==> src/rtl/prio_sel_pkg.sv <==
package prio_sel_pkg;

  // Strobes from control to datapath
  typedef struct packed {
    logic wrStrobe;   // accepted write to an existing priority word
    logic vecLoad;    // capture arbitration results this edge
    logic vecClear;   // force outputs to zero this edge
  } selCtrl_t;

  typedef enum logic [1:0] {
    LVL_TOP  = 2'b00,
    LVL_UPPER = 2'b01,
    LVL_LOWER = 2'b10,
    LVL_BOTTOM = 2'b11
  } prioLevel_t;

endpackage

==> src/rtl/prio_sel_ctrl.sv <==
module prio_sel_ctrl
  import prio_sel_pkg::*;
#(
  parameter int NUM_REGS = 2,
  parameter int ADDR_W   = 1
) (
  input  logic              genEnable,
  input  logic              regWrEn,
  input  logic [ADDR_W-1:0] regAddr,
  output selCtrl_t          ctrl
);

  logic addrHit;

  always_comb begin
    addrHit       = (int'(regAddr) < NUM_REGS);
    ctrl.wrStrobe = regWrEn && addrHit;
    ctrl.vecLoad  = genEnable;
    ctrl.vecClear = !genEnable;
  end

endmodule

==> src/rtl/prio_arbiter.sv <==
module prio_arbiter #(
  parameter int NUM_SRC = 32,
  parameter int FIELD_W = 2,
  parameter int IDX_W   = 5
) (
  input  logic [NUM_SRC-1:0]         pending,
  input  logic [NUM_SRC*FIELD_W-1:0] levels,
  output logic                       found,
  output logic [IDX_W-1:0]           winIdx
);

  // Ascending scan: "<=" lets a later (higher) index take over a tie.
  logic [FIELD_W-1:0] bestLvl;

  always_comb begin
    found   = 1'b0;
    winIdx  = '0;
    bestLvl = '1;
    for (int i = 0; i < NUM_SRC; i++) begin
      if (pending[i] && (!found || levels[i*FIELD_W +: FIELD_W] <= bestLvl)) begin
        found   = 1'b1;
        winIdx  = IDX_W'(i);
        bestLvl = levels[i*FIELD_W +: FIELD_W];
      end
    end
  end

endmodule

==> src/rtl/prio_sel_datapath.sv <==
module prio_sel_datapath
  import prio_sel_pkg::*;
#(
  parameter int NUM_SRC  = 32,
  parameter int FIELD_W  = 2,
  parameter int DATA_W   = 32,
  parameter int NUM_REGS = 2,
  parameter int ADDR_W   = 1,
  parameter int IDX_W    = 5
) (
  input  logic              clk,
  input  logic              rstN,
  input  selCtrl_t          ctrl,
  input  logic [NUM_SRC-1:0] reqPending,
  input  logic [NUM_SRC-1:0] routeFast,
  input  logic [ADDR_W-1:0] regAddr,
  input  logic [DATA_W-1:0] regWrData,
  output logic [DATA_W-1:0] regRdData,
  output logic [IDX_W-1:0]  fastVec,
  output logic              fastValid,
  output logic [IDX_W-1:0]  normVec,
  output logic              normValid
);

  localparam int STORE_W = NUM_REGS * DATA_W;
  localparam int NUM_CLS = 2;   // class 0 = fast, class 1 = normal

  logic [STORE_W-1:0]           prioStore;
  logic [NUM_SRC*FIELD_W-1:0]   srcLevels;
  logic [NUM_SRC-1:0]           clsMask  [NUM_CLS];
  logic                         clsFound [NUM_CLS];
  logic [IDX_W-1:0]             clsIdx   [NUM_CLS];

  // Priority word storage
  always_ff @(posedge clk or negedge rstN) begin
    if (!rstN) begin
      prioStore <= '0;
    end else if (ctrl.wrStrobe) begin
      prioStore[int'(regAddr)*DATA_W +: DATA_W] <= regWrData;
    end
  end

  always_comb begin
    if (int'(regAddr) < NUM_REGS) regRdData = prioStore[int'(regAddr)*DATA_W +: DATA_W];
    else                          regRdData = '0;
  end

  // Per-source level extraction
  genvar k;
  generate
    for (k = 0; k < NUM_SRC; k++) begin : g_lvl
      assign srcLevels[k*FIELD_W +: FIELD_W] = prioStore[k*FIELD_W +: FIELD_W];
    end
  endgenerate

  // One arbiter per class
  genvar c;
  generate
    for (c = 0; c < NUM_CLS; c++) begin : g_cls
      if (c == 0) begin : g_fast
        assign clsMask[c] = reqPending & routeFast;
      end else begin : g_norm
        assign clsMask[c] = reqPending & ~routeFast;
      end
      prio_arbiter #(
        .NUM_SRC (NUM_SRC),
        .FIELD_W (FIELD_W),
        .IDX_W   (IDX_W)
      ) u_arb (
        .pending (clsMask[c]),
        .levels  (srcLevels),
        .found   (clsFound[c]),
        .winIdx  (clsIdx[c])
      );
    end
  endgenerate

  // Registered vector outputs
  always_ff @(posedge clk or negedge rstN) begin
    if (!rstN) begin
      fastValid <= 1'b0;
      fastVec   <= '0;
      normValid <= 1'b0;
      normVec   <= '0;
    end else if (ctrl.vecClear) begin
      fastValid <= 1'b0;
      fastVec   <= '0;
      normValid <= 1'b0;
      normVec   <= '0;
    end else if (ctrl.vecLoad) begin
      fastValid <= clsFound[0];
      fastVec   <= clsFound[0] ? clsIdx[0] : '0;
      normValid <= clsFound[1];
      normVec   <= clsFound[1] ? clsIdx[1] : '0;
    end
  end

  // Assertions
  assert_rdback_R9: assert property (@(posedge clk) disable iff (!rstN)
    ($past(ctrl.wrStrobe) && (regAddr == $past(regAddr))) |-> (regRdData == $past(regWrData)));

  assert_off_zero_R7: assert property (@(posedge clk) disable iff (!rstN)
    $past(ctrl.vecClear) |-> (!fastValid && !normValid && fastVec == '0 && normVec == '0));

  assert_fast_valid_R6: assert property (@(posedge clk) disable iff (!rstN)
    $past(ctrl.vecLoad) |-> (fastValid == $past(|(reqPending & routeFast))));

  assert_norm_valid_R6: assert property (@(posedge clk) disable iff (!rstN)
    $past(ctrl.vecLoad) |-> (normValid == $past(|(reqPending & ~routeFast))));

  assert_class_split_R5: assert property (@(posedge clk) disable iff (!rstN)
    (fastValid && normValid) |-> (fastVec != normVec));

  assert_empty_vec_R6: assert property (@(posedge clk) disable iff (!rstN)
    (!fastValid |-> fastVec == '0) and (!normValid |-> normVec == '0));

endmodule

==> src/rtl/irq_prio_select.sv <==
module irq_prio_select
  import prio_sel_pkg::*;
#(
  parameter int NUM_SRC = 32,
  parameter int FIELD_W = 2,
  parameter int DATA_W  = 32,
  localparam int SRC_PER_REG = DATA_W / FIELD_W,
  localparam int NUM_REGS    = (NUM_SRC + SRC_PER_REG - 1) / SRC_PER_REG,
  localparam int ADDR_W      = (NUM_REGS > 1) ? $clog2(NUM_REGS) : 1,
  localparam int IDX_W       = (NUM_SRC > 1) ? $clog2(NUM_SRC) : 1
) (
  input  logic               clk,
  input  logic               rstN,
  input  logic               genEnable,
  input  logic [NUM_SRC-1:0] reqPending,
  input  logic [NUM_SRC-1:0] routeFast,
  input  logic               regWrEn,
  input  logic [ADDR_W-1:0]  regAddr,
  input  logic [DATA_W-1:0]  regWrData,
  output logic [DATA_W-1:0]  regRdData,
  output logic [IDX_W-1:0]   fastVec,
  output logic               fastValid,
  output logic [IDX_W-1:0]   normVec,
  output logic               normValid
);

  selCtrl_t ctrl;

  prio_sel_ctrl #(
    .NUM_REGS (NUM_REGS),
    .ADDR_W   (ADDR_W)
  ) u_ctrl (
    .genEnable (genEnable),
    .regWrEn   (regWrEn),
    .regAddr   (regAddr),
    .ctrl      (ctrl)
  );

  prio_sel_datapath #(
    .NUM_SRC  (NUM_SRC),
    .FIELD_W  (FIELD_W),
    .DATA_W   (DATA_W),
    .NUM_REGS (NUM_REGS),
    .ADDR_W   (ADDR_W),
    .IDX_W    (IDX_W)
  ) u_dp (
    .clk        (clk),
    .rstN       (rstN),
    .ctrl       (ctrl),
    .reqPending (reqPending),
    .routeFast  (routeFast),
    .regAddr    (regAddr),
    .regWrData  (regWrData),
    .regRdData  (regRdData),
    .fastVec    (fastVec),
    .fastValid  (fastValid),
    .normVec    (normVec),
    .normValid  (normValid)
  );

endmodule

==> config.mk <==
export PLATFORM = sky130hd
export DESIGN_NAME = irq_prio_select
export DESIGN_NICKNAME = d
export VERILOG_FILES = /design/src/rtl/prio_sel_pkg.sv /design/src/rtl/prio_sel_ctrl.sv /design/src/rtl/prio_arbiter.sv /design/src/rtl/prio_sel_datapath.sv /design/src/rtl/irq_prio_select.sv
export SDC_FILE = /design/constraint.sdc
export NUM_CORES = 1
export LEC_CHECK = 0
export BUFFER_PORTS_ARGS = -buffer_cell sky130_fd_sc_hd__clkbuf_2
export CELL_PAD_IN_SITES_DETAIL_PLACEMENT = 0
export CELL_PAD_IN_SITES_GLOBAL_PLACEMENT = 2
export CORE_MARGIN = 4
export CORE_UTILIZATION = 31
export DETAILED_ROUTE_END_ITERATION = 7
export GPL_ROUTABILITY_DRIVEN = 0
export PLACE_DENSITY = 0.79
export SLEW_MARGIN = 20
export SYNTH_ARGS = -nofsm -noshare
export SYNTH_HDL_FRONTEND = slang
export SYNTH_SLANG_ARGS = --single-unit
==> constraint.sdc <==
create_clock -name clk -period 38.6 [get_ports clk]
set_input_delay 7.72 -clock clk [delete_from_list [all_inputs] [get_ports clk]]
set_output_delay 7.72 -clock clk [all_outputs]
set_load 0.02 [all_outputs]
==> results by group, run 1 <==
Timing
  • Crit path time final: 41,870 ps
  • Final Hold Violating Endpoints: 0
  • Relative slew slack: 35.41%
  • Slew @ Worst Pin: 961.7 ps
  • Hold slack: 548.7 ps
  • RSZ-0062 raised after global routing: true
  • Clk_skew: 15.17 ps
  • Tcrit/Tclk final: 108.5%
  • Count of final max-slew check failures: 0
  • FMAX: 23.88 MHz
  • Worst Slack Setup Final: -3275 ps
  • Final setup violation count: 10

Critical path
  • Worst path required time: 38,820 ps
  • Crit end category: register
  • CP max FO: 6
  • Crit start category: primary input
  • Slowest-stage cell, CP: a222oi_1
  • Top cell by count, worst path: ha_1
  • Max incr delay on CP: 430 ps
  • Arrival @ worst endpoint: 42,100 ps
  • Setup CP Type: in2reg

Detailed routing
  • Routed vias: 12,864
  • Via-per-instance ratio: 5.274
  • DRC: 0
  • WL final: 45,340 um
  • 1st-iter DRT viols: 767
  • Drt wl/cell: 18.59 um
  • Initial DRT Pass Iterations: 5
  • Routed Antenna Nets: 0

Synth
  • Xor/xnor share of the synthesized area: 0%
  • Synth Area in Simple Gates: 25.34%
  • Post-synthesis compound-gate area fraction: 27.02%
  • FF+latch count, synth: 76
  • Post-synthesis mux area share: 9.431%
  • Post-synthesis sequential area ratio: 18.64%
  • Post-synth EDFFs: 0
  • Syn_nets: 1,576
  • Post-synth top flop: dfrtp_1
  • Main combinational cell family by area after synthesis: compound AO/OA/AOI/OAI gates
  • Syn avg cell area: 7.552 um^2
  • Number of warnings issued by yosys: 0
  • Post-synthesis cell area: 0.01020 mm^2
  • Synth Area in Adders: 15.21%
  • Post-synth ARST share: 100.0%
  • Cells after synthesis: 1,351
  • Distinct cells, synth: 85

Power and ir drop
  • Max IR drop VDD: 0.07054 mV
  • Power Total: 2.127 mW
  • Pwr dens: 120.5 mW/mm^2
  • Leakage: 8.330 nW

Clock tree
  • Worst-path clk slew: 70 ps
  • Clock Sinks: 76
  • CTS tree: built
  • CTS Buffer Depth: 2
  • Worst skew pair latency: 370 ps
  • Num CTS Buffers: 9
  • H-tree Lvls: 3
  • CTS root buffer: clkbuf_16

Finish
  • Area of the multi-input gates: 0.009981 mm^2
  • Final core utilization: 54.27%
  • Reg area: 0.001902 mm^2
  • Fin area: 0.01766 mm^2
  • Share of cells above drive strength 1: 54.83%
  • Layout area overhead: 73.08%
  • # fillers: 3,063
  • Nets@finish: 2,217
  • ANT cells: 0

Placed design
  • HPWL after DPL: 34,910 um
  • Pre-CTS WS: -5231 ps
  • Post-DP Area: 0.01461 mm^2
  • Port Buffers: 144

Die
  • Die Wd: 189.4 um
  • Site Rows: 66
  • Initial Utilization: 31.36%
  • Full die area: 0.03588 mm^2
  • Ports: 145
  • Die span in y: 189.4 um
  • Core area: 0.03254 mm^2

Run
  • Maxcap violations: 0

Global routing
  • GRT Total Usage: 23.76%
  • Initial antenna violation count: 1
  • Largest net degree at the start of global routing: 57
  • Global-route wire length before repair: 67,950 um
  • Vias in the first global route: 12,742
  • Grt total ovfl: 0

Run status
  • Failing checks: setup timing
  • Status: finished with violations

Worst hold path
  • Min-Delay Path Class: reg2reg
cell families after synthesis:
family                     count (synthesis)
adders and majority gates                124
muxes                                     87
DFF                                       76
and+or+nand+nor                          526
buffers and inverters                    116
AOI/OAI and AO/OA                        422
final cells by class:
| class | instances | area share, % |
|---|---|---|
| flip-flops and latches | 76 | 10.77 |
| inverters | 95 | 2.034 |
| multi-input cells | 1159 | 56.52 |
| repair buffers | 651 | 25.88 |
| clock buffers | 10 | 1.297 |
| clock inverters | 6 | 0.3685 |
| well taps | 442 | 3.132 |
what timing repair did:
item | in CTS | in global routing
hold buffers | 0 | 0
setup buffers | 123 | 65
resized for setup | 87 | 211
pin swaps | 140 | 170
endpoints found under the setup margin | 10 | 10
placed cells by master (no fill, tap or decap), drive strengths merged, types with 73 or more instances in the layout:
master,instances
nor2,88
ha,124
nand2,196
o21ai,134
buf,510
dfrtp,76
clkbuf,151
inv,95
a21oi,89
mux2,73
sequential cells by signal (all words and copies together), names as in the netlist:
signal / count
u_dp.fastVec: 5
u_dp.normValid: 1
u_dp.prioStore: 64
u_dp.normVec: 5
u_dp.fastValid: 1
per-layer routing:
metal,GRT usage (%),vias up,wire length [um]
li1,-,6279,-
met1,30.26,6207,19590
met2,41.91,300,22670
met3,3.024,76,1876
met4,7.318,2,1181
met5,0,-,13
power by group:
part           total, mW  switching (mW)  leakage, nW  internal (mW)
Clock             0.0893          0.0391        0.142         0.0501
Combinational       1.92           0.879         7.28           1.04
Sequential         0.120          0.0251        0.911         0.0946
final timing paths:
kind                                         start            endpoint  slack, ps  cells past startpoint
worst max-delay path                  routeFast[0]     u_dp.fastVec[3]      -3270                    208
worst min-delay path            u_dp.prioStore[62]  u_dp.prioStore[62]        550                      1
worst max register to register   u_dp.prioStore[1]     u_dp.normVec[4]       3930                    191
worst min register to register  u_dp.prioStore[62]  u_dp.prioStore[62]        550                      1
max in group asynchronous                     rstN      u_dp.normValid      30260                      2
min in group asynchronous                     rstN  u_dp.prioStore[32]       7250                      1
synth_stat cells, types with 13 or more instances:
cell type	instances	area share (%)
nor3_1	30	1.5
dfrtp_1	76	19
ha_1	124	15
a21o_1	13	0.96
mux2i_1	14	1.4
nand2_1	196	7.2
a31oi_1	19	1.2
a21oi_1	88	4.3
o21a_1	17	1.3
mux2_2	73	8.1
clkbuf_1	14	0.52
o21ai_0	129	6.3
and2_1	20	1.2
nor2_1	87	3.2
nand3_1	29	1.4
o31ai_1	16	1.2
nand2b_1	34	2.1
inv_1	94	3.5
nor2b_1	62	3.8
stage by stage:
step           instances  TNS [ps]
5_1_grt             2439    -50600
4_1_cts             2376    -32470
6_report            2439    -31570
3_5_place_dp        2237    -47320
3_3_place_gp        2237    -41820
2_1_floorplan       1351    -24510
worst max-delay path: cells and delay by family:
kind / cells / cell delay [ps]
AO/OA/AOI/OAI: 89 / 13700
adder cells (fa/ha/maj): 31 / 8060
AND/OR/NAND/NOR: 60 / 7690
multiplexers: 11 / 3040
buffers and inverters: 17 / 1800
No activity file was read; power rests on OpenSTA's default activity.
==> inputs of run 2 (changes only) <==
--- a/config.mk
+++ b/config.mk
@@ -9,11 +9,13 @@
 export CELL_PAD_IN_SITES_DETAIL_PLACEMENT = 0
 export CELL_PAD_IN_SITES_GLOBAL_PLACEMENT = 2
 export CORE_MARGIN = 4
-export CORE_UTILIZATION = 31
+export CORE_UTILIZATION = 32
 export DETAILED_ROUTE_END_ITERATION = 7
 export GPL_ROUTABILITY_DRIVEN = 0
 export PLACE_DENSITY = 0.79
+export RECOVER_POWER = 100
 export SLEW_MARGIN = 20
 export SYNTH_ARGS = -nofsm -noshare
 export SYNTH_HDL_FRONTEND = slang
+export SYNTH_HIERARCHICAL = 1
 export SYNTH_SLANG_ARGS = --single-unit
==> run 2 against run 1 <==
The flow finishes with violations (capacitance limit, slew limit, setup timing). Clock skew decreased by 7.8 ps. Area after synthesis increased by 7.5%. Die area is 4.0% higher. Maximum frequency increased by 1.5%. Setup slack improved by 600 ps. Critical path depth increased by 20. Sequential share of layout area shrank 0.38 points. Via count up 1.9%. Non-clock buffer count is 21 higher. Global-route usage fell by 1.1 points. Highest routed layer is now met4.
==> results by group, run 2 <==
Run status
  • Status: finished with violations
  • Failing checks: capacitance limit, slew limit, setup timing

Finish
  • Largest reg by FF count: u_dp/prioStore
  • Max reg flops: 64
  • Share of cells above drive strength 1: 55.47%
  • Fin area: 0.01830 mm^2
  • Non-filler cells, final: 2,512
  • Commonest non-fill, non-tap cell in the layout: buf_4
  • # fillers: 3,135
  • Area of the multi-input gates: 0.01030 mm^2
  • Nets@finish: 2,284
  • Final core utilization: 54.31%
  • Layout area overhead: 66.90%
  • Biggest regs: u_dp/prioStore: 64 flops, u_dp/fastVec: 5 flops, u_dp/normVec: 5 flops
  • Reg area: 0.001902 mm^2
  • Most frequent cells in the layout: buf_4 (516), clkbuf_2 (129), inv_1 (121), nand2_1 (121), ha_1 (93)
  • ANT cells: 0

Synth
  • Post-synth top area share: 17.34%
  • Post-synthesis sequential area ratio: 17.34%
  • Post-synthesis cell area: 0.01097 mm^2
  • Distinct cells, synth: 69
  • Area leader, netlist: dfrtp_1
  • Largest cells by area after synthesis: dfrtp_1 (17%), ha_1 (14%), mux2_2 (7.8%)
  • Syn_nets: 1,629
  • Number of warnings issued by yosys: 6
  • Post-synth top flop: dfrtp_1
  • Cells after synthesis: 1,404
  • Post-synth top cells: nand2_1 (141), inv_1 (139), ha_1 (124)
  • Count leader, synth: nand2_1
  • Post-synth ARST share: 100.0%
  • Post-synth EDFFs: 0
  • Syn avg cell area: 7.810 um^2
  • FF+latch count, synth: 76

Placed design
  • Placed insts: 2,261
  • HPWL after DPL: 33,740 um
  • Post-DP Area: 0.01488 mm^2
  • Port Buffers: 144

Timing
  • RSZ-0062 raised after global routing: true
  • Hold slack: 499.3 ps
  • Final Hold Violating Endpoints: 0
  • Worst Slack Setup Final: -2672 ps
  • Crit path time final: 41,270 ps
  • Relative slew slack: -105.8%
  • Slew @ Worst Pin: 3088 ps
  • Tcrit/Tclk final: 106.9%
  • FMAX: 24.23 MHz
  • Count of final max-slew check failures: 158
  • Clk_skew: 7.387 ps
  • Final setup violation count: 10

Detailed routing
  • 1st-iter DRT viols: 583
  • Top Metal Used: met4
  • DR WL met2: 22,330 um
  • Routed vias: 13,106
  • WL met3: 1548 um
  • Routed Antenna Nets: 0
  • M1 WL: 19,860 um
  • Initial DRT Pass Iterations: 5
  • Via-per-instance ratio: 5.217
  • WL final: 44,700 um
  • Drt wl/cell: 17.79 um
  • DRC: 0

Clock tree
  • Num CTS Buffers: 9
  • Worst-path clk slew: 60 ps
  • H-tree Lvls: 3
  • CTS root buffer: clkbuf_16
  • CTS Buffer Depth: 2
  • Worst skew pair latency: 350 ps
  • CTS tree: built
  • Clock Sinks: 76
  • Hold buffers post-CTS: 0

Worst hold path
  • Min-Delay Path Class: reg2reg

Critical path
  • Setup CP Type: in2reg
  • Max incr delay on CP: 380 ps
  • Slowest-stage cell, CP: or3_4
  • Arrival @ worst endpoint: 41,510 ps
  • Crit end category: register
  • CP max FO: 6
  • Worst path required time: 38,840 ps
  • Top cell by count, worst path: buf_4
  • Crit start category: primary input

Die
  • Die Wd: 193.1 um
  • Initial Utilization: 32.54%
  • Core area: 0.03370 mm^2
  • Site Rows: 67
  • Ports: 145
  • Full die area: 0.03729 mm^2
  • Die span in y: 193.1 um

Global routing
  • Largest net degree at the start of global routing: 77
  • Initial antenna violation count: 0
  • Grt total ovfl: 0
  • Vias in the first global route: 12,892
  • Global-route wire length before repair: 67,210 um
  • GRT Total Usage: 22.62%

Run
  • Maxcap violations: 4
-- run 2: changes by cell type in the layout (fill, tap and decap cells not counted), moves of 13 or more --
cell,previous run,this run
inv_1,82,121
nand2b_1,26,13
nor2_1,57,84
clkbuf_1,1,16
mux2_4,15,34
and2_1,14,35
nor2b_1,35,60
a21oi_1,40,26
o21ai_0,65,23
o21ai_4,4,18
buf_4,500,516
o21ai_2,40,67
nand2_1,176,121
-- run 2: timing repair --
item                                    in CTS  in global routing
gates cloned                                 0                  0
setup buffers                              183                 52
endpoints found under the setup margin      10                 10
gates resized for setup                    128                181
pin swaps                                  174                123
-- run 2: logic make-up (layout without fill, tap and decap cells) --
group | Yosys count | after routing | share of synthesized area [%]
buffers and inverters | 167 | 827 | 6.264
AND/OR/NAND/NOR | 529 | 529 | 25.09
flip-flops | 76 | 76 | 17.34
multiplexers | 118 | 118 | 13.03
AO/OA/AOI/OAI | 390 | 390 | 24.12
adder cells (fa/ha/maj) | 124 | 124 | 14.15
-- run 2: final cells by class --
| class | instances | area share [%] |
|---|---|---|
| clock buffer | 9 | 1.231 |
| clock inverter | 7 | 0.4444 |
| inverter | 139 | 2.878 |
| multi-input combinational | 1161 | 56.28 |
| sequential | 76 | 10.39 |
| tap | 448 | 3.063 |
| timing repair buffer | 672 | 25.71 |
-- run 2: worst max-delay path, delay by kind of cell --
kind	cells	cell delay, ps
fa+ha+maj	28	7250
compound gates	85	11900
mux	5	1340
simple gates	54	6530
buf+inv	56	6630
-- run 2: final timing paths --
kind	start	end	slack [ps]	cells after the start
worst min-delay path	u_dp/normVec[3]	u_dp/normVec[3]	500	1
worst max-delay path	routeFast[0]	u_dp/fastVec[4]	-2670	228
worst max register to register	u_dp/prioStore[3]	u_dp/fastVec[4]	4460	224
min in group asynchronous	rstN	u_dp/prioStore[0]	7560	1
worst min register to register	u_dp/normVec[3]	u_dp/normVec[3]	500	1
max in group asynchronous	rstN	u_dp/normVec[1]	27540	2
-- run 2: routing by layer --
layer	vias up	GRT usage [%]
met5	-	0
met4	0	5.664
met3	55	0.9903
met2	270	40.98
met1	6359	29.64
li1	6422	-
-- run 2: through the flow --
stage               TNS [ps]  setup slack (ps)
floorplan             -20240             -2128
detailed placement    -34130             -4083
global route          -42650             -4425
global placement      -28500             -3736
finish                -23750             -2672
CTS                   -19670             -2079
Power of run 2 is left out: the tool's default activity adds up to more than one toggle a clock period on the data nets, which glitch-free logic cannot reach.
==> inputs of run 3 (changes only) <==
--- a/config.mk
+++ b/config.mk
@@ -9,10 +9,10 @@
 export CELL_PAD_IN_SITES_DETAIL_PLACEMENT = 0
 export CELL_PAD_IN_SITES_GLOBAL_PLACEMENT = 2
 export CORE_MARGIN = 4
-export CORE_UTILIZATION = 32
+export CORE_UTILIZATION = 29
 export DETAILED_ROUTE_END_ITERATION = 7
 export GPL_ROUTABILITY_DRIVEN = 0
-export PLACE_DENSITY = 0.79
+export PLACE_DENSITY = 0.73
 export RECOVER_POWER = 100
 export SLEW_MARGIN = 20
 export SYNTH_ARGS = -nofsm -noshare
==> run 3 against run 2 <==
The flow still finishes with violations (capacitance limit, slew limit, setup timing). Die area increased by 9.9%. Global-route usage decreased by 2.8 points. Via count decreased by 4.7%. Core utilization decreased by 6.1 points. First-iteration DRC count increased by 0.17%. Worst hold slack got worse by 2.6 ps. Critical endpoint is now u_dp/fastVec[3]. Largest cell class unchanged.
==> results by group, run 3 (synthesis gave the netlist of run 2 again) <==
Finish
  • Commonest non-fill, non-tap cell in the layout: buf_4
  • # fillers: 3,665
  • Nets@finish: 2,159
  • Share of cells above drive strength 1: 54.20%
  • Biggest regs: u_dp/prioStore: 64 flops, u_dp/fastVec: 5 flops, u_dp/normVec: 5 flops
  • Max reg flops: 64
  • Most frequent cells in the layout: buf_4 (386), clkbuf_2 (129), nand2_1 (117)
  • Final core utilization: 48.18%
  • Fin area: 0.01781 mm^2
  • ANT cells: 0
  • Largest reg by FF count: u_dp/prioStore
  • Layout area overhead: 62.38%

Global routing
  • Largest net degree at the start of global routing: 56
  • Initial antenna violation count: 0
  • Vias in the first global route: 11,634
  • Grt total ovfl: 0
  • Global-route wire length before repair: 64,760 um
  • GRT Total Usage: 19.83%

Critical path
  • FF-to-FF path depth: 212
  • Crit end category: register
  • R2R Path End: u_dp/fastVec[3]
  • Top cell by count, worst path: o21ai_2
  • Crit start category: primary input
  • Setup CP Type: in2reg
  • Worst r2r src: u_dp/prioStore[3]
  • Arrival @ worst endpoint: 41,300 ps
  • CP max FO: 6
  • Worst path required time: 38,830 ps
  • Max incr delay on CP: 350 ps
  • Slowest-stage cell, CP: a221o_1
  • Worst R2R Setup Slack: 4730 ps

Detailed routing
  • Via-per-instance ratio: 5.113
  • 1st-iter DRT viols: 584
  • Drt wl/cell: 18.17 um
  • Routed vias: 12,492
  • Routed Antenna Nets: 0
  • Initial DRT Pass Iterations: 4
  • WL final: 44,380 um
  • DRC: 0

Clock tree
  • H-tree Lvls: 3
  • Clock Sinks: 76
  • Num CTS Buffers: 9
  • CTS root buffer: clkbuf_16
  • Worst-path clk slew: 60 ps
  • CTS tree: built
  • Worst skew pair latency: 350 ps
  • CTS Buffer Depth: 2
  • Hold buffers post-CTS: 0

Timing
  • Worst Slack Setup Final: -2463 ps
  • FMAX: 24.35 MHz
  • Final setup violation count: 10
  • Clk_skew: 5.205 ps
  • Relative slew slack: -104.3%
  • RSZ-0062 raised after global routing: true
  • Crit path time final: 41,060 ps
  • Count of final max-slew check failures: 157
  • Slew @ Worst Pin: 3065 ps
  • Tcrit/Tclk final: 106.4%
  • Final Hold Violating Endpoints: 0

Die
  • Core area: 0.03696 mm^2
  • Die Wd: 202.5 um
  • Initial Utilization: 29.67%
  • Site Rows: 70
  • Die span in y: 202.5 um
  • Full die area: 0.04099 mm^2
  • Ports: 145

Run status
  • Failing checks: capacitance limit, slew limit, setup timing
  • Status: finished with violations

Placed design
  • Port Buffers: 144
  • Post-DP Area: 0.01501 mm^2
  • HPWL after DPL: 35,550 um
  • Pre-CTS WS: -4330 ps

Worst hold path
  • Hold_sp: u_dp/normVec[0]
  • Worst Hold Endpoint: u_dp/normVec[0]
  • Min-Delay Path Class: reg2reg
  • Hold depth: 1

Run
  • Maxcap violations: 4
## run 3: how the worst max path moves through the flow
stage	cells after the start	to	start
after detailed placement	211	u_dp/fastVec[3]	reqPending[0]
after global routing	219	u_dp/fastVec[3]	reqPending[0]
after floorplan	212	u_dp/normVec[4]	reqPending[0]
after global placement	213	u_dp/fastVec[3]	reqPending[0]
final	217	u_dp/fastVec[3]	reqPending[0]
after CTS	212	u_dp/fastVec[3]	reqPending[0]
## run 3: metrics by stage
step / setup TNS (ps) / hold slack, ps / cells
finish: -23480 / 496.6 / 2443
global route: -43160 / 521.5 / 2443
CTS: -27530 / 503.6 / 2358
detailed placement: -37740 / 489.8 / 2325
global placement: -33890 / 477.2 / 2325
floorplan: -20240 / 502.7 / 1404
## run 3: layer usage
| layer | share of wire (%) | GRT usage, % | wire (um) | up-vias |
|---|---|---|---|---|
| li1 | - | - | - | 6159 |
| met1 | 46 | 27.08 | 20360 | 6068 |
| met2 | 50 | 34.34 | 22140 | 223 |
| met3 | 2.5 | 1.310 | 1101 | 42 |
| met4 | 1.8 | 4.777 | 782 | 0 |
| met5 | 0 | 0 | 0 | - |
## run 3: area by class of cell
class | instances | area (um^2) | share of cell area [%]
Clock inverter | 6 | 88.84 | 0.4989
Inverter | 139 | 534.3 | 3.000
Clock buffer | 10 | 229.0 | 1.286
Sequential cell | 76 | 1902 | 10.68
Multi-Input combinational cell | 1161 | 10650 | 59.79
Timing Repair Buffer | 547 | 3776 | 21.21
Tap cell | 504 | 630.6 | 3.542
## run 3: timing repair
| item | in CTS | in global routing |
|---|---|---|
| buffers inserted | 17 | 86 |
| endpoints found under the setup margin | 10 | 10 |
| gates resized for setup | 45 | 328 |
| pin swaps | 37 | 284 |
## run 3: worst max-delay path: cells and delay by family
family,cells,cell delay [ps]
buf+inv,20,1700
mux,4,1140
compound gates,97,14550
fa+ha+maj,31,8250
simple gates,65,7780
Power of run 3 is left out for the same reason.
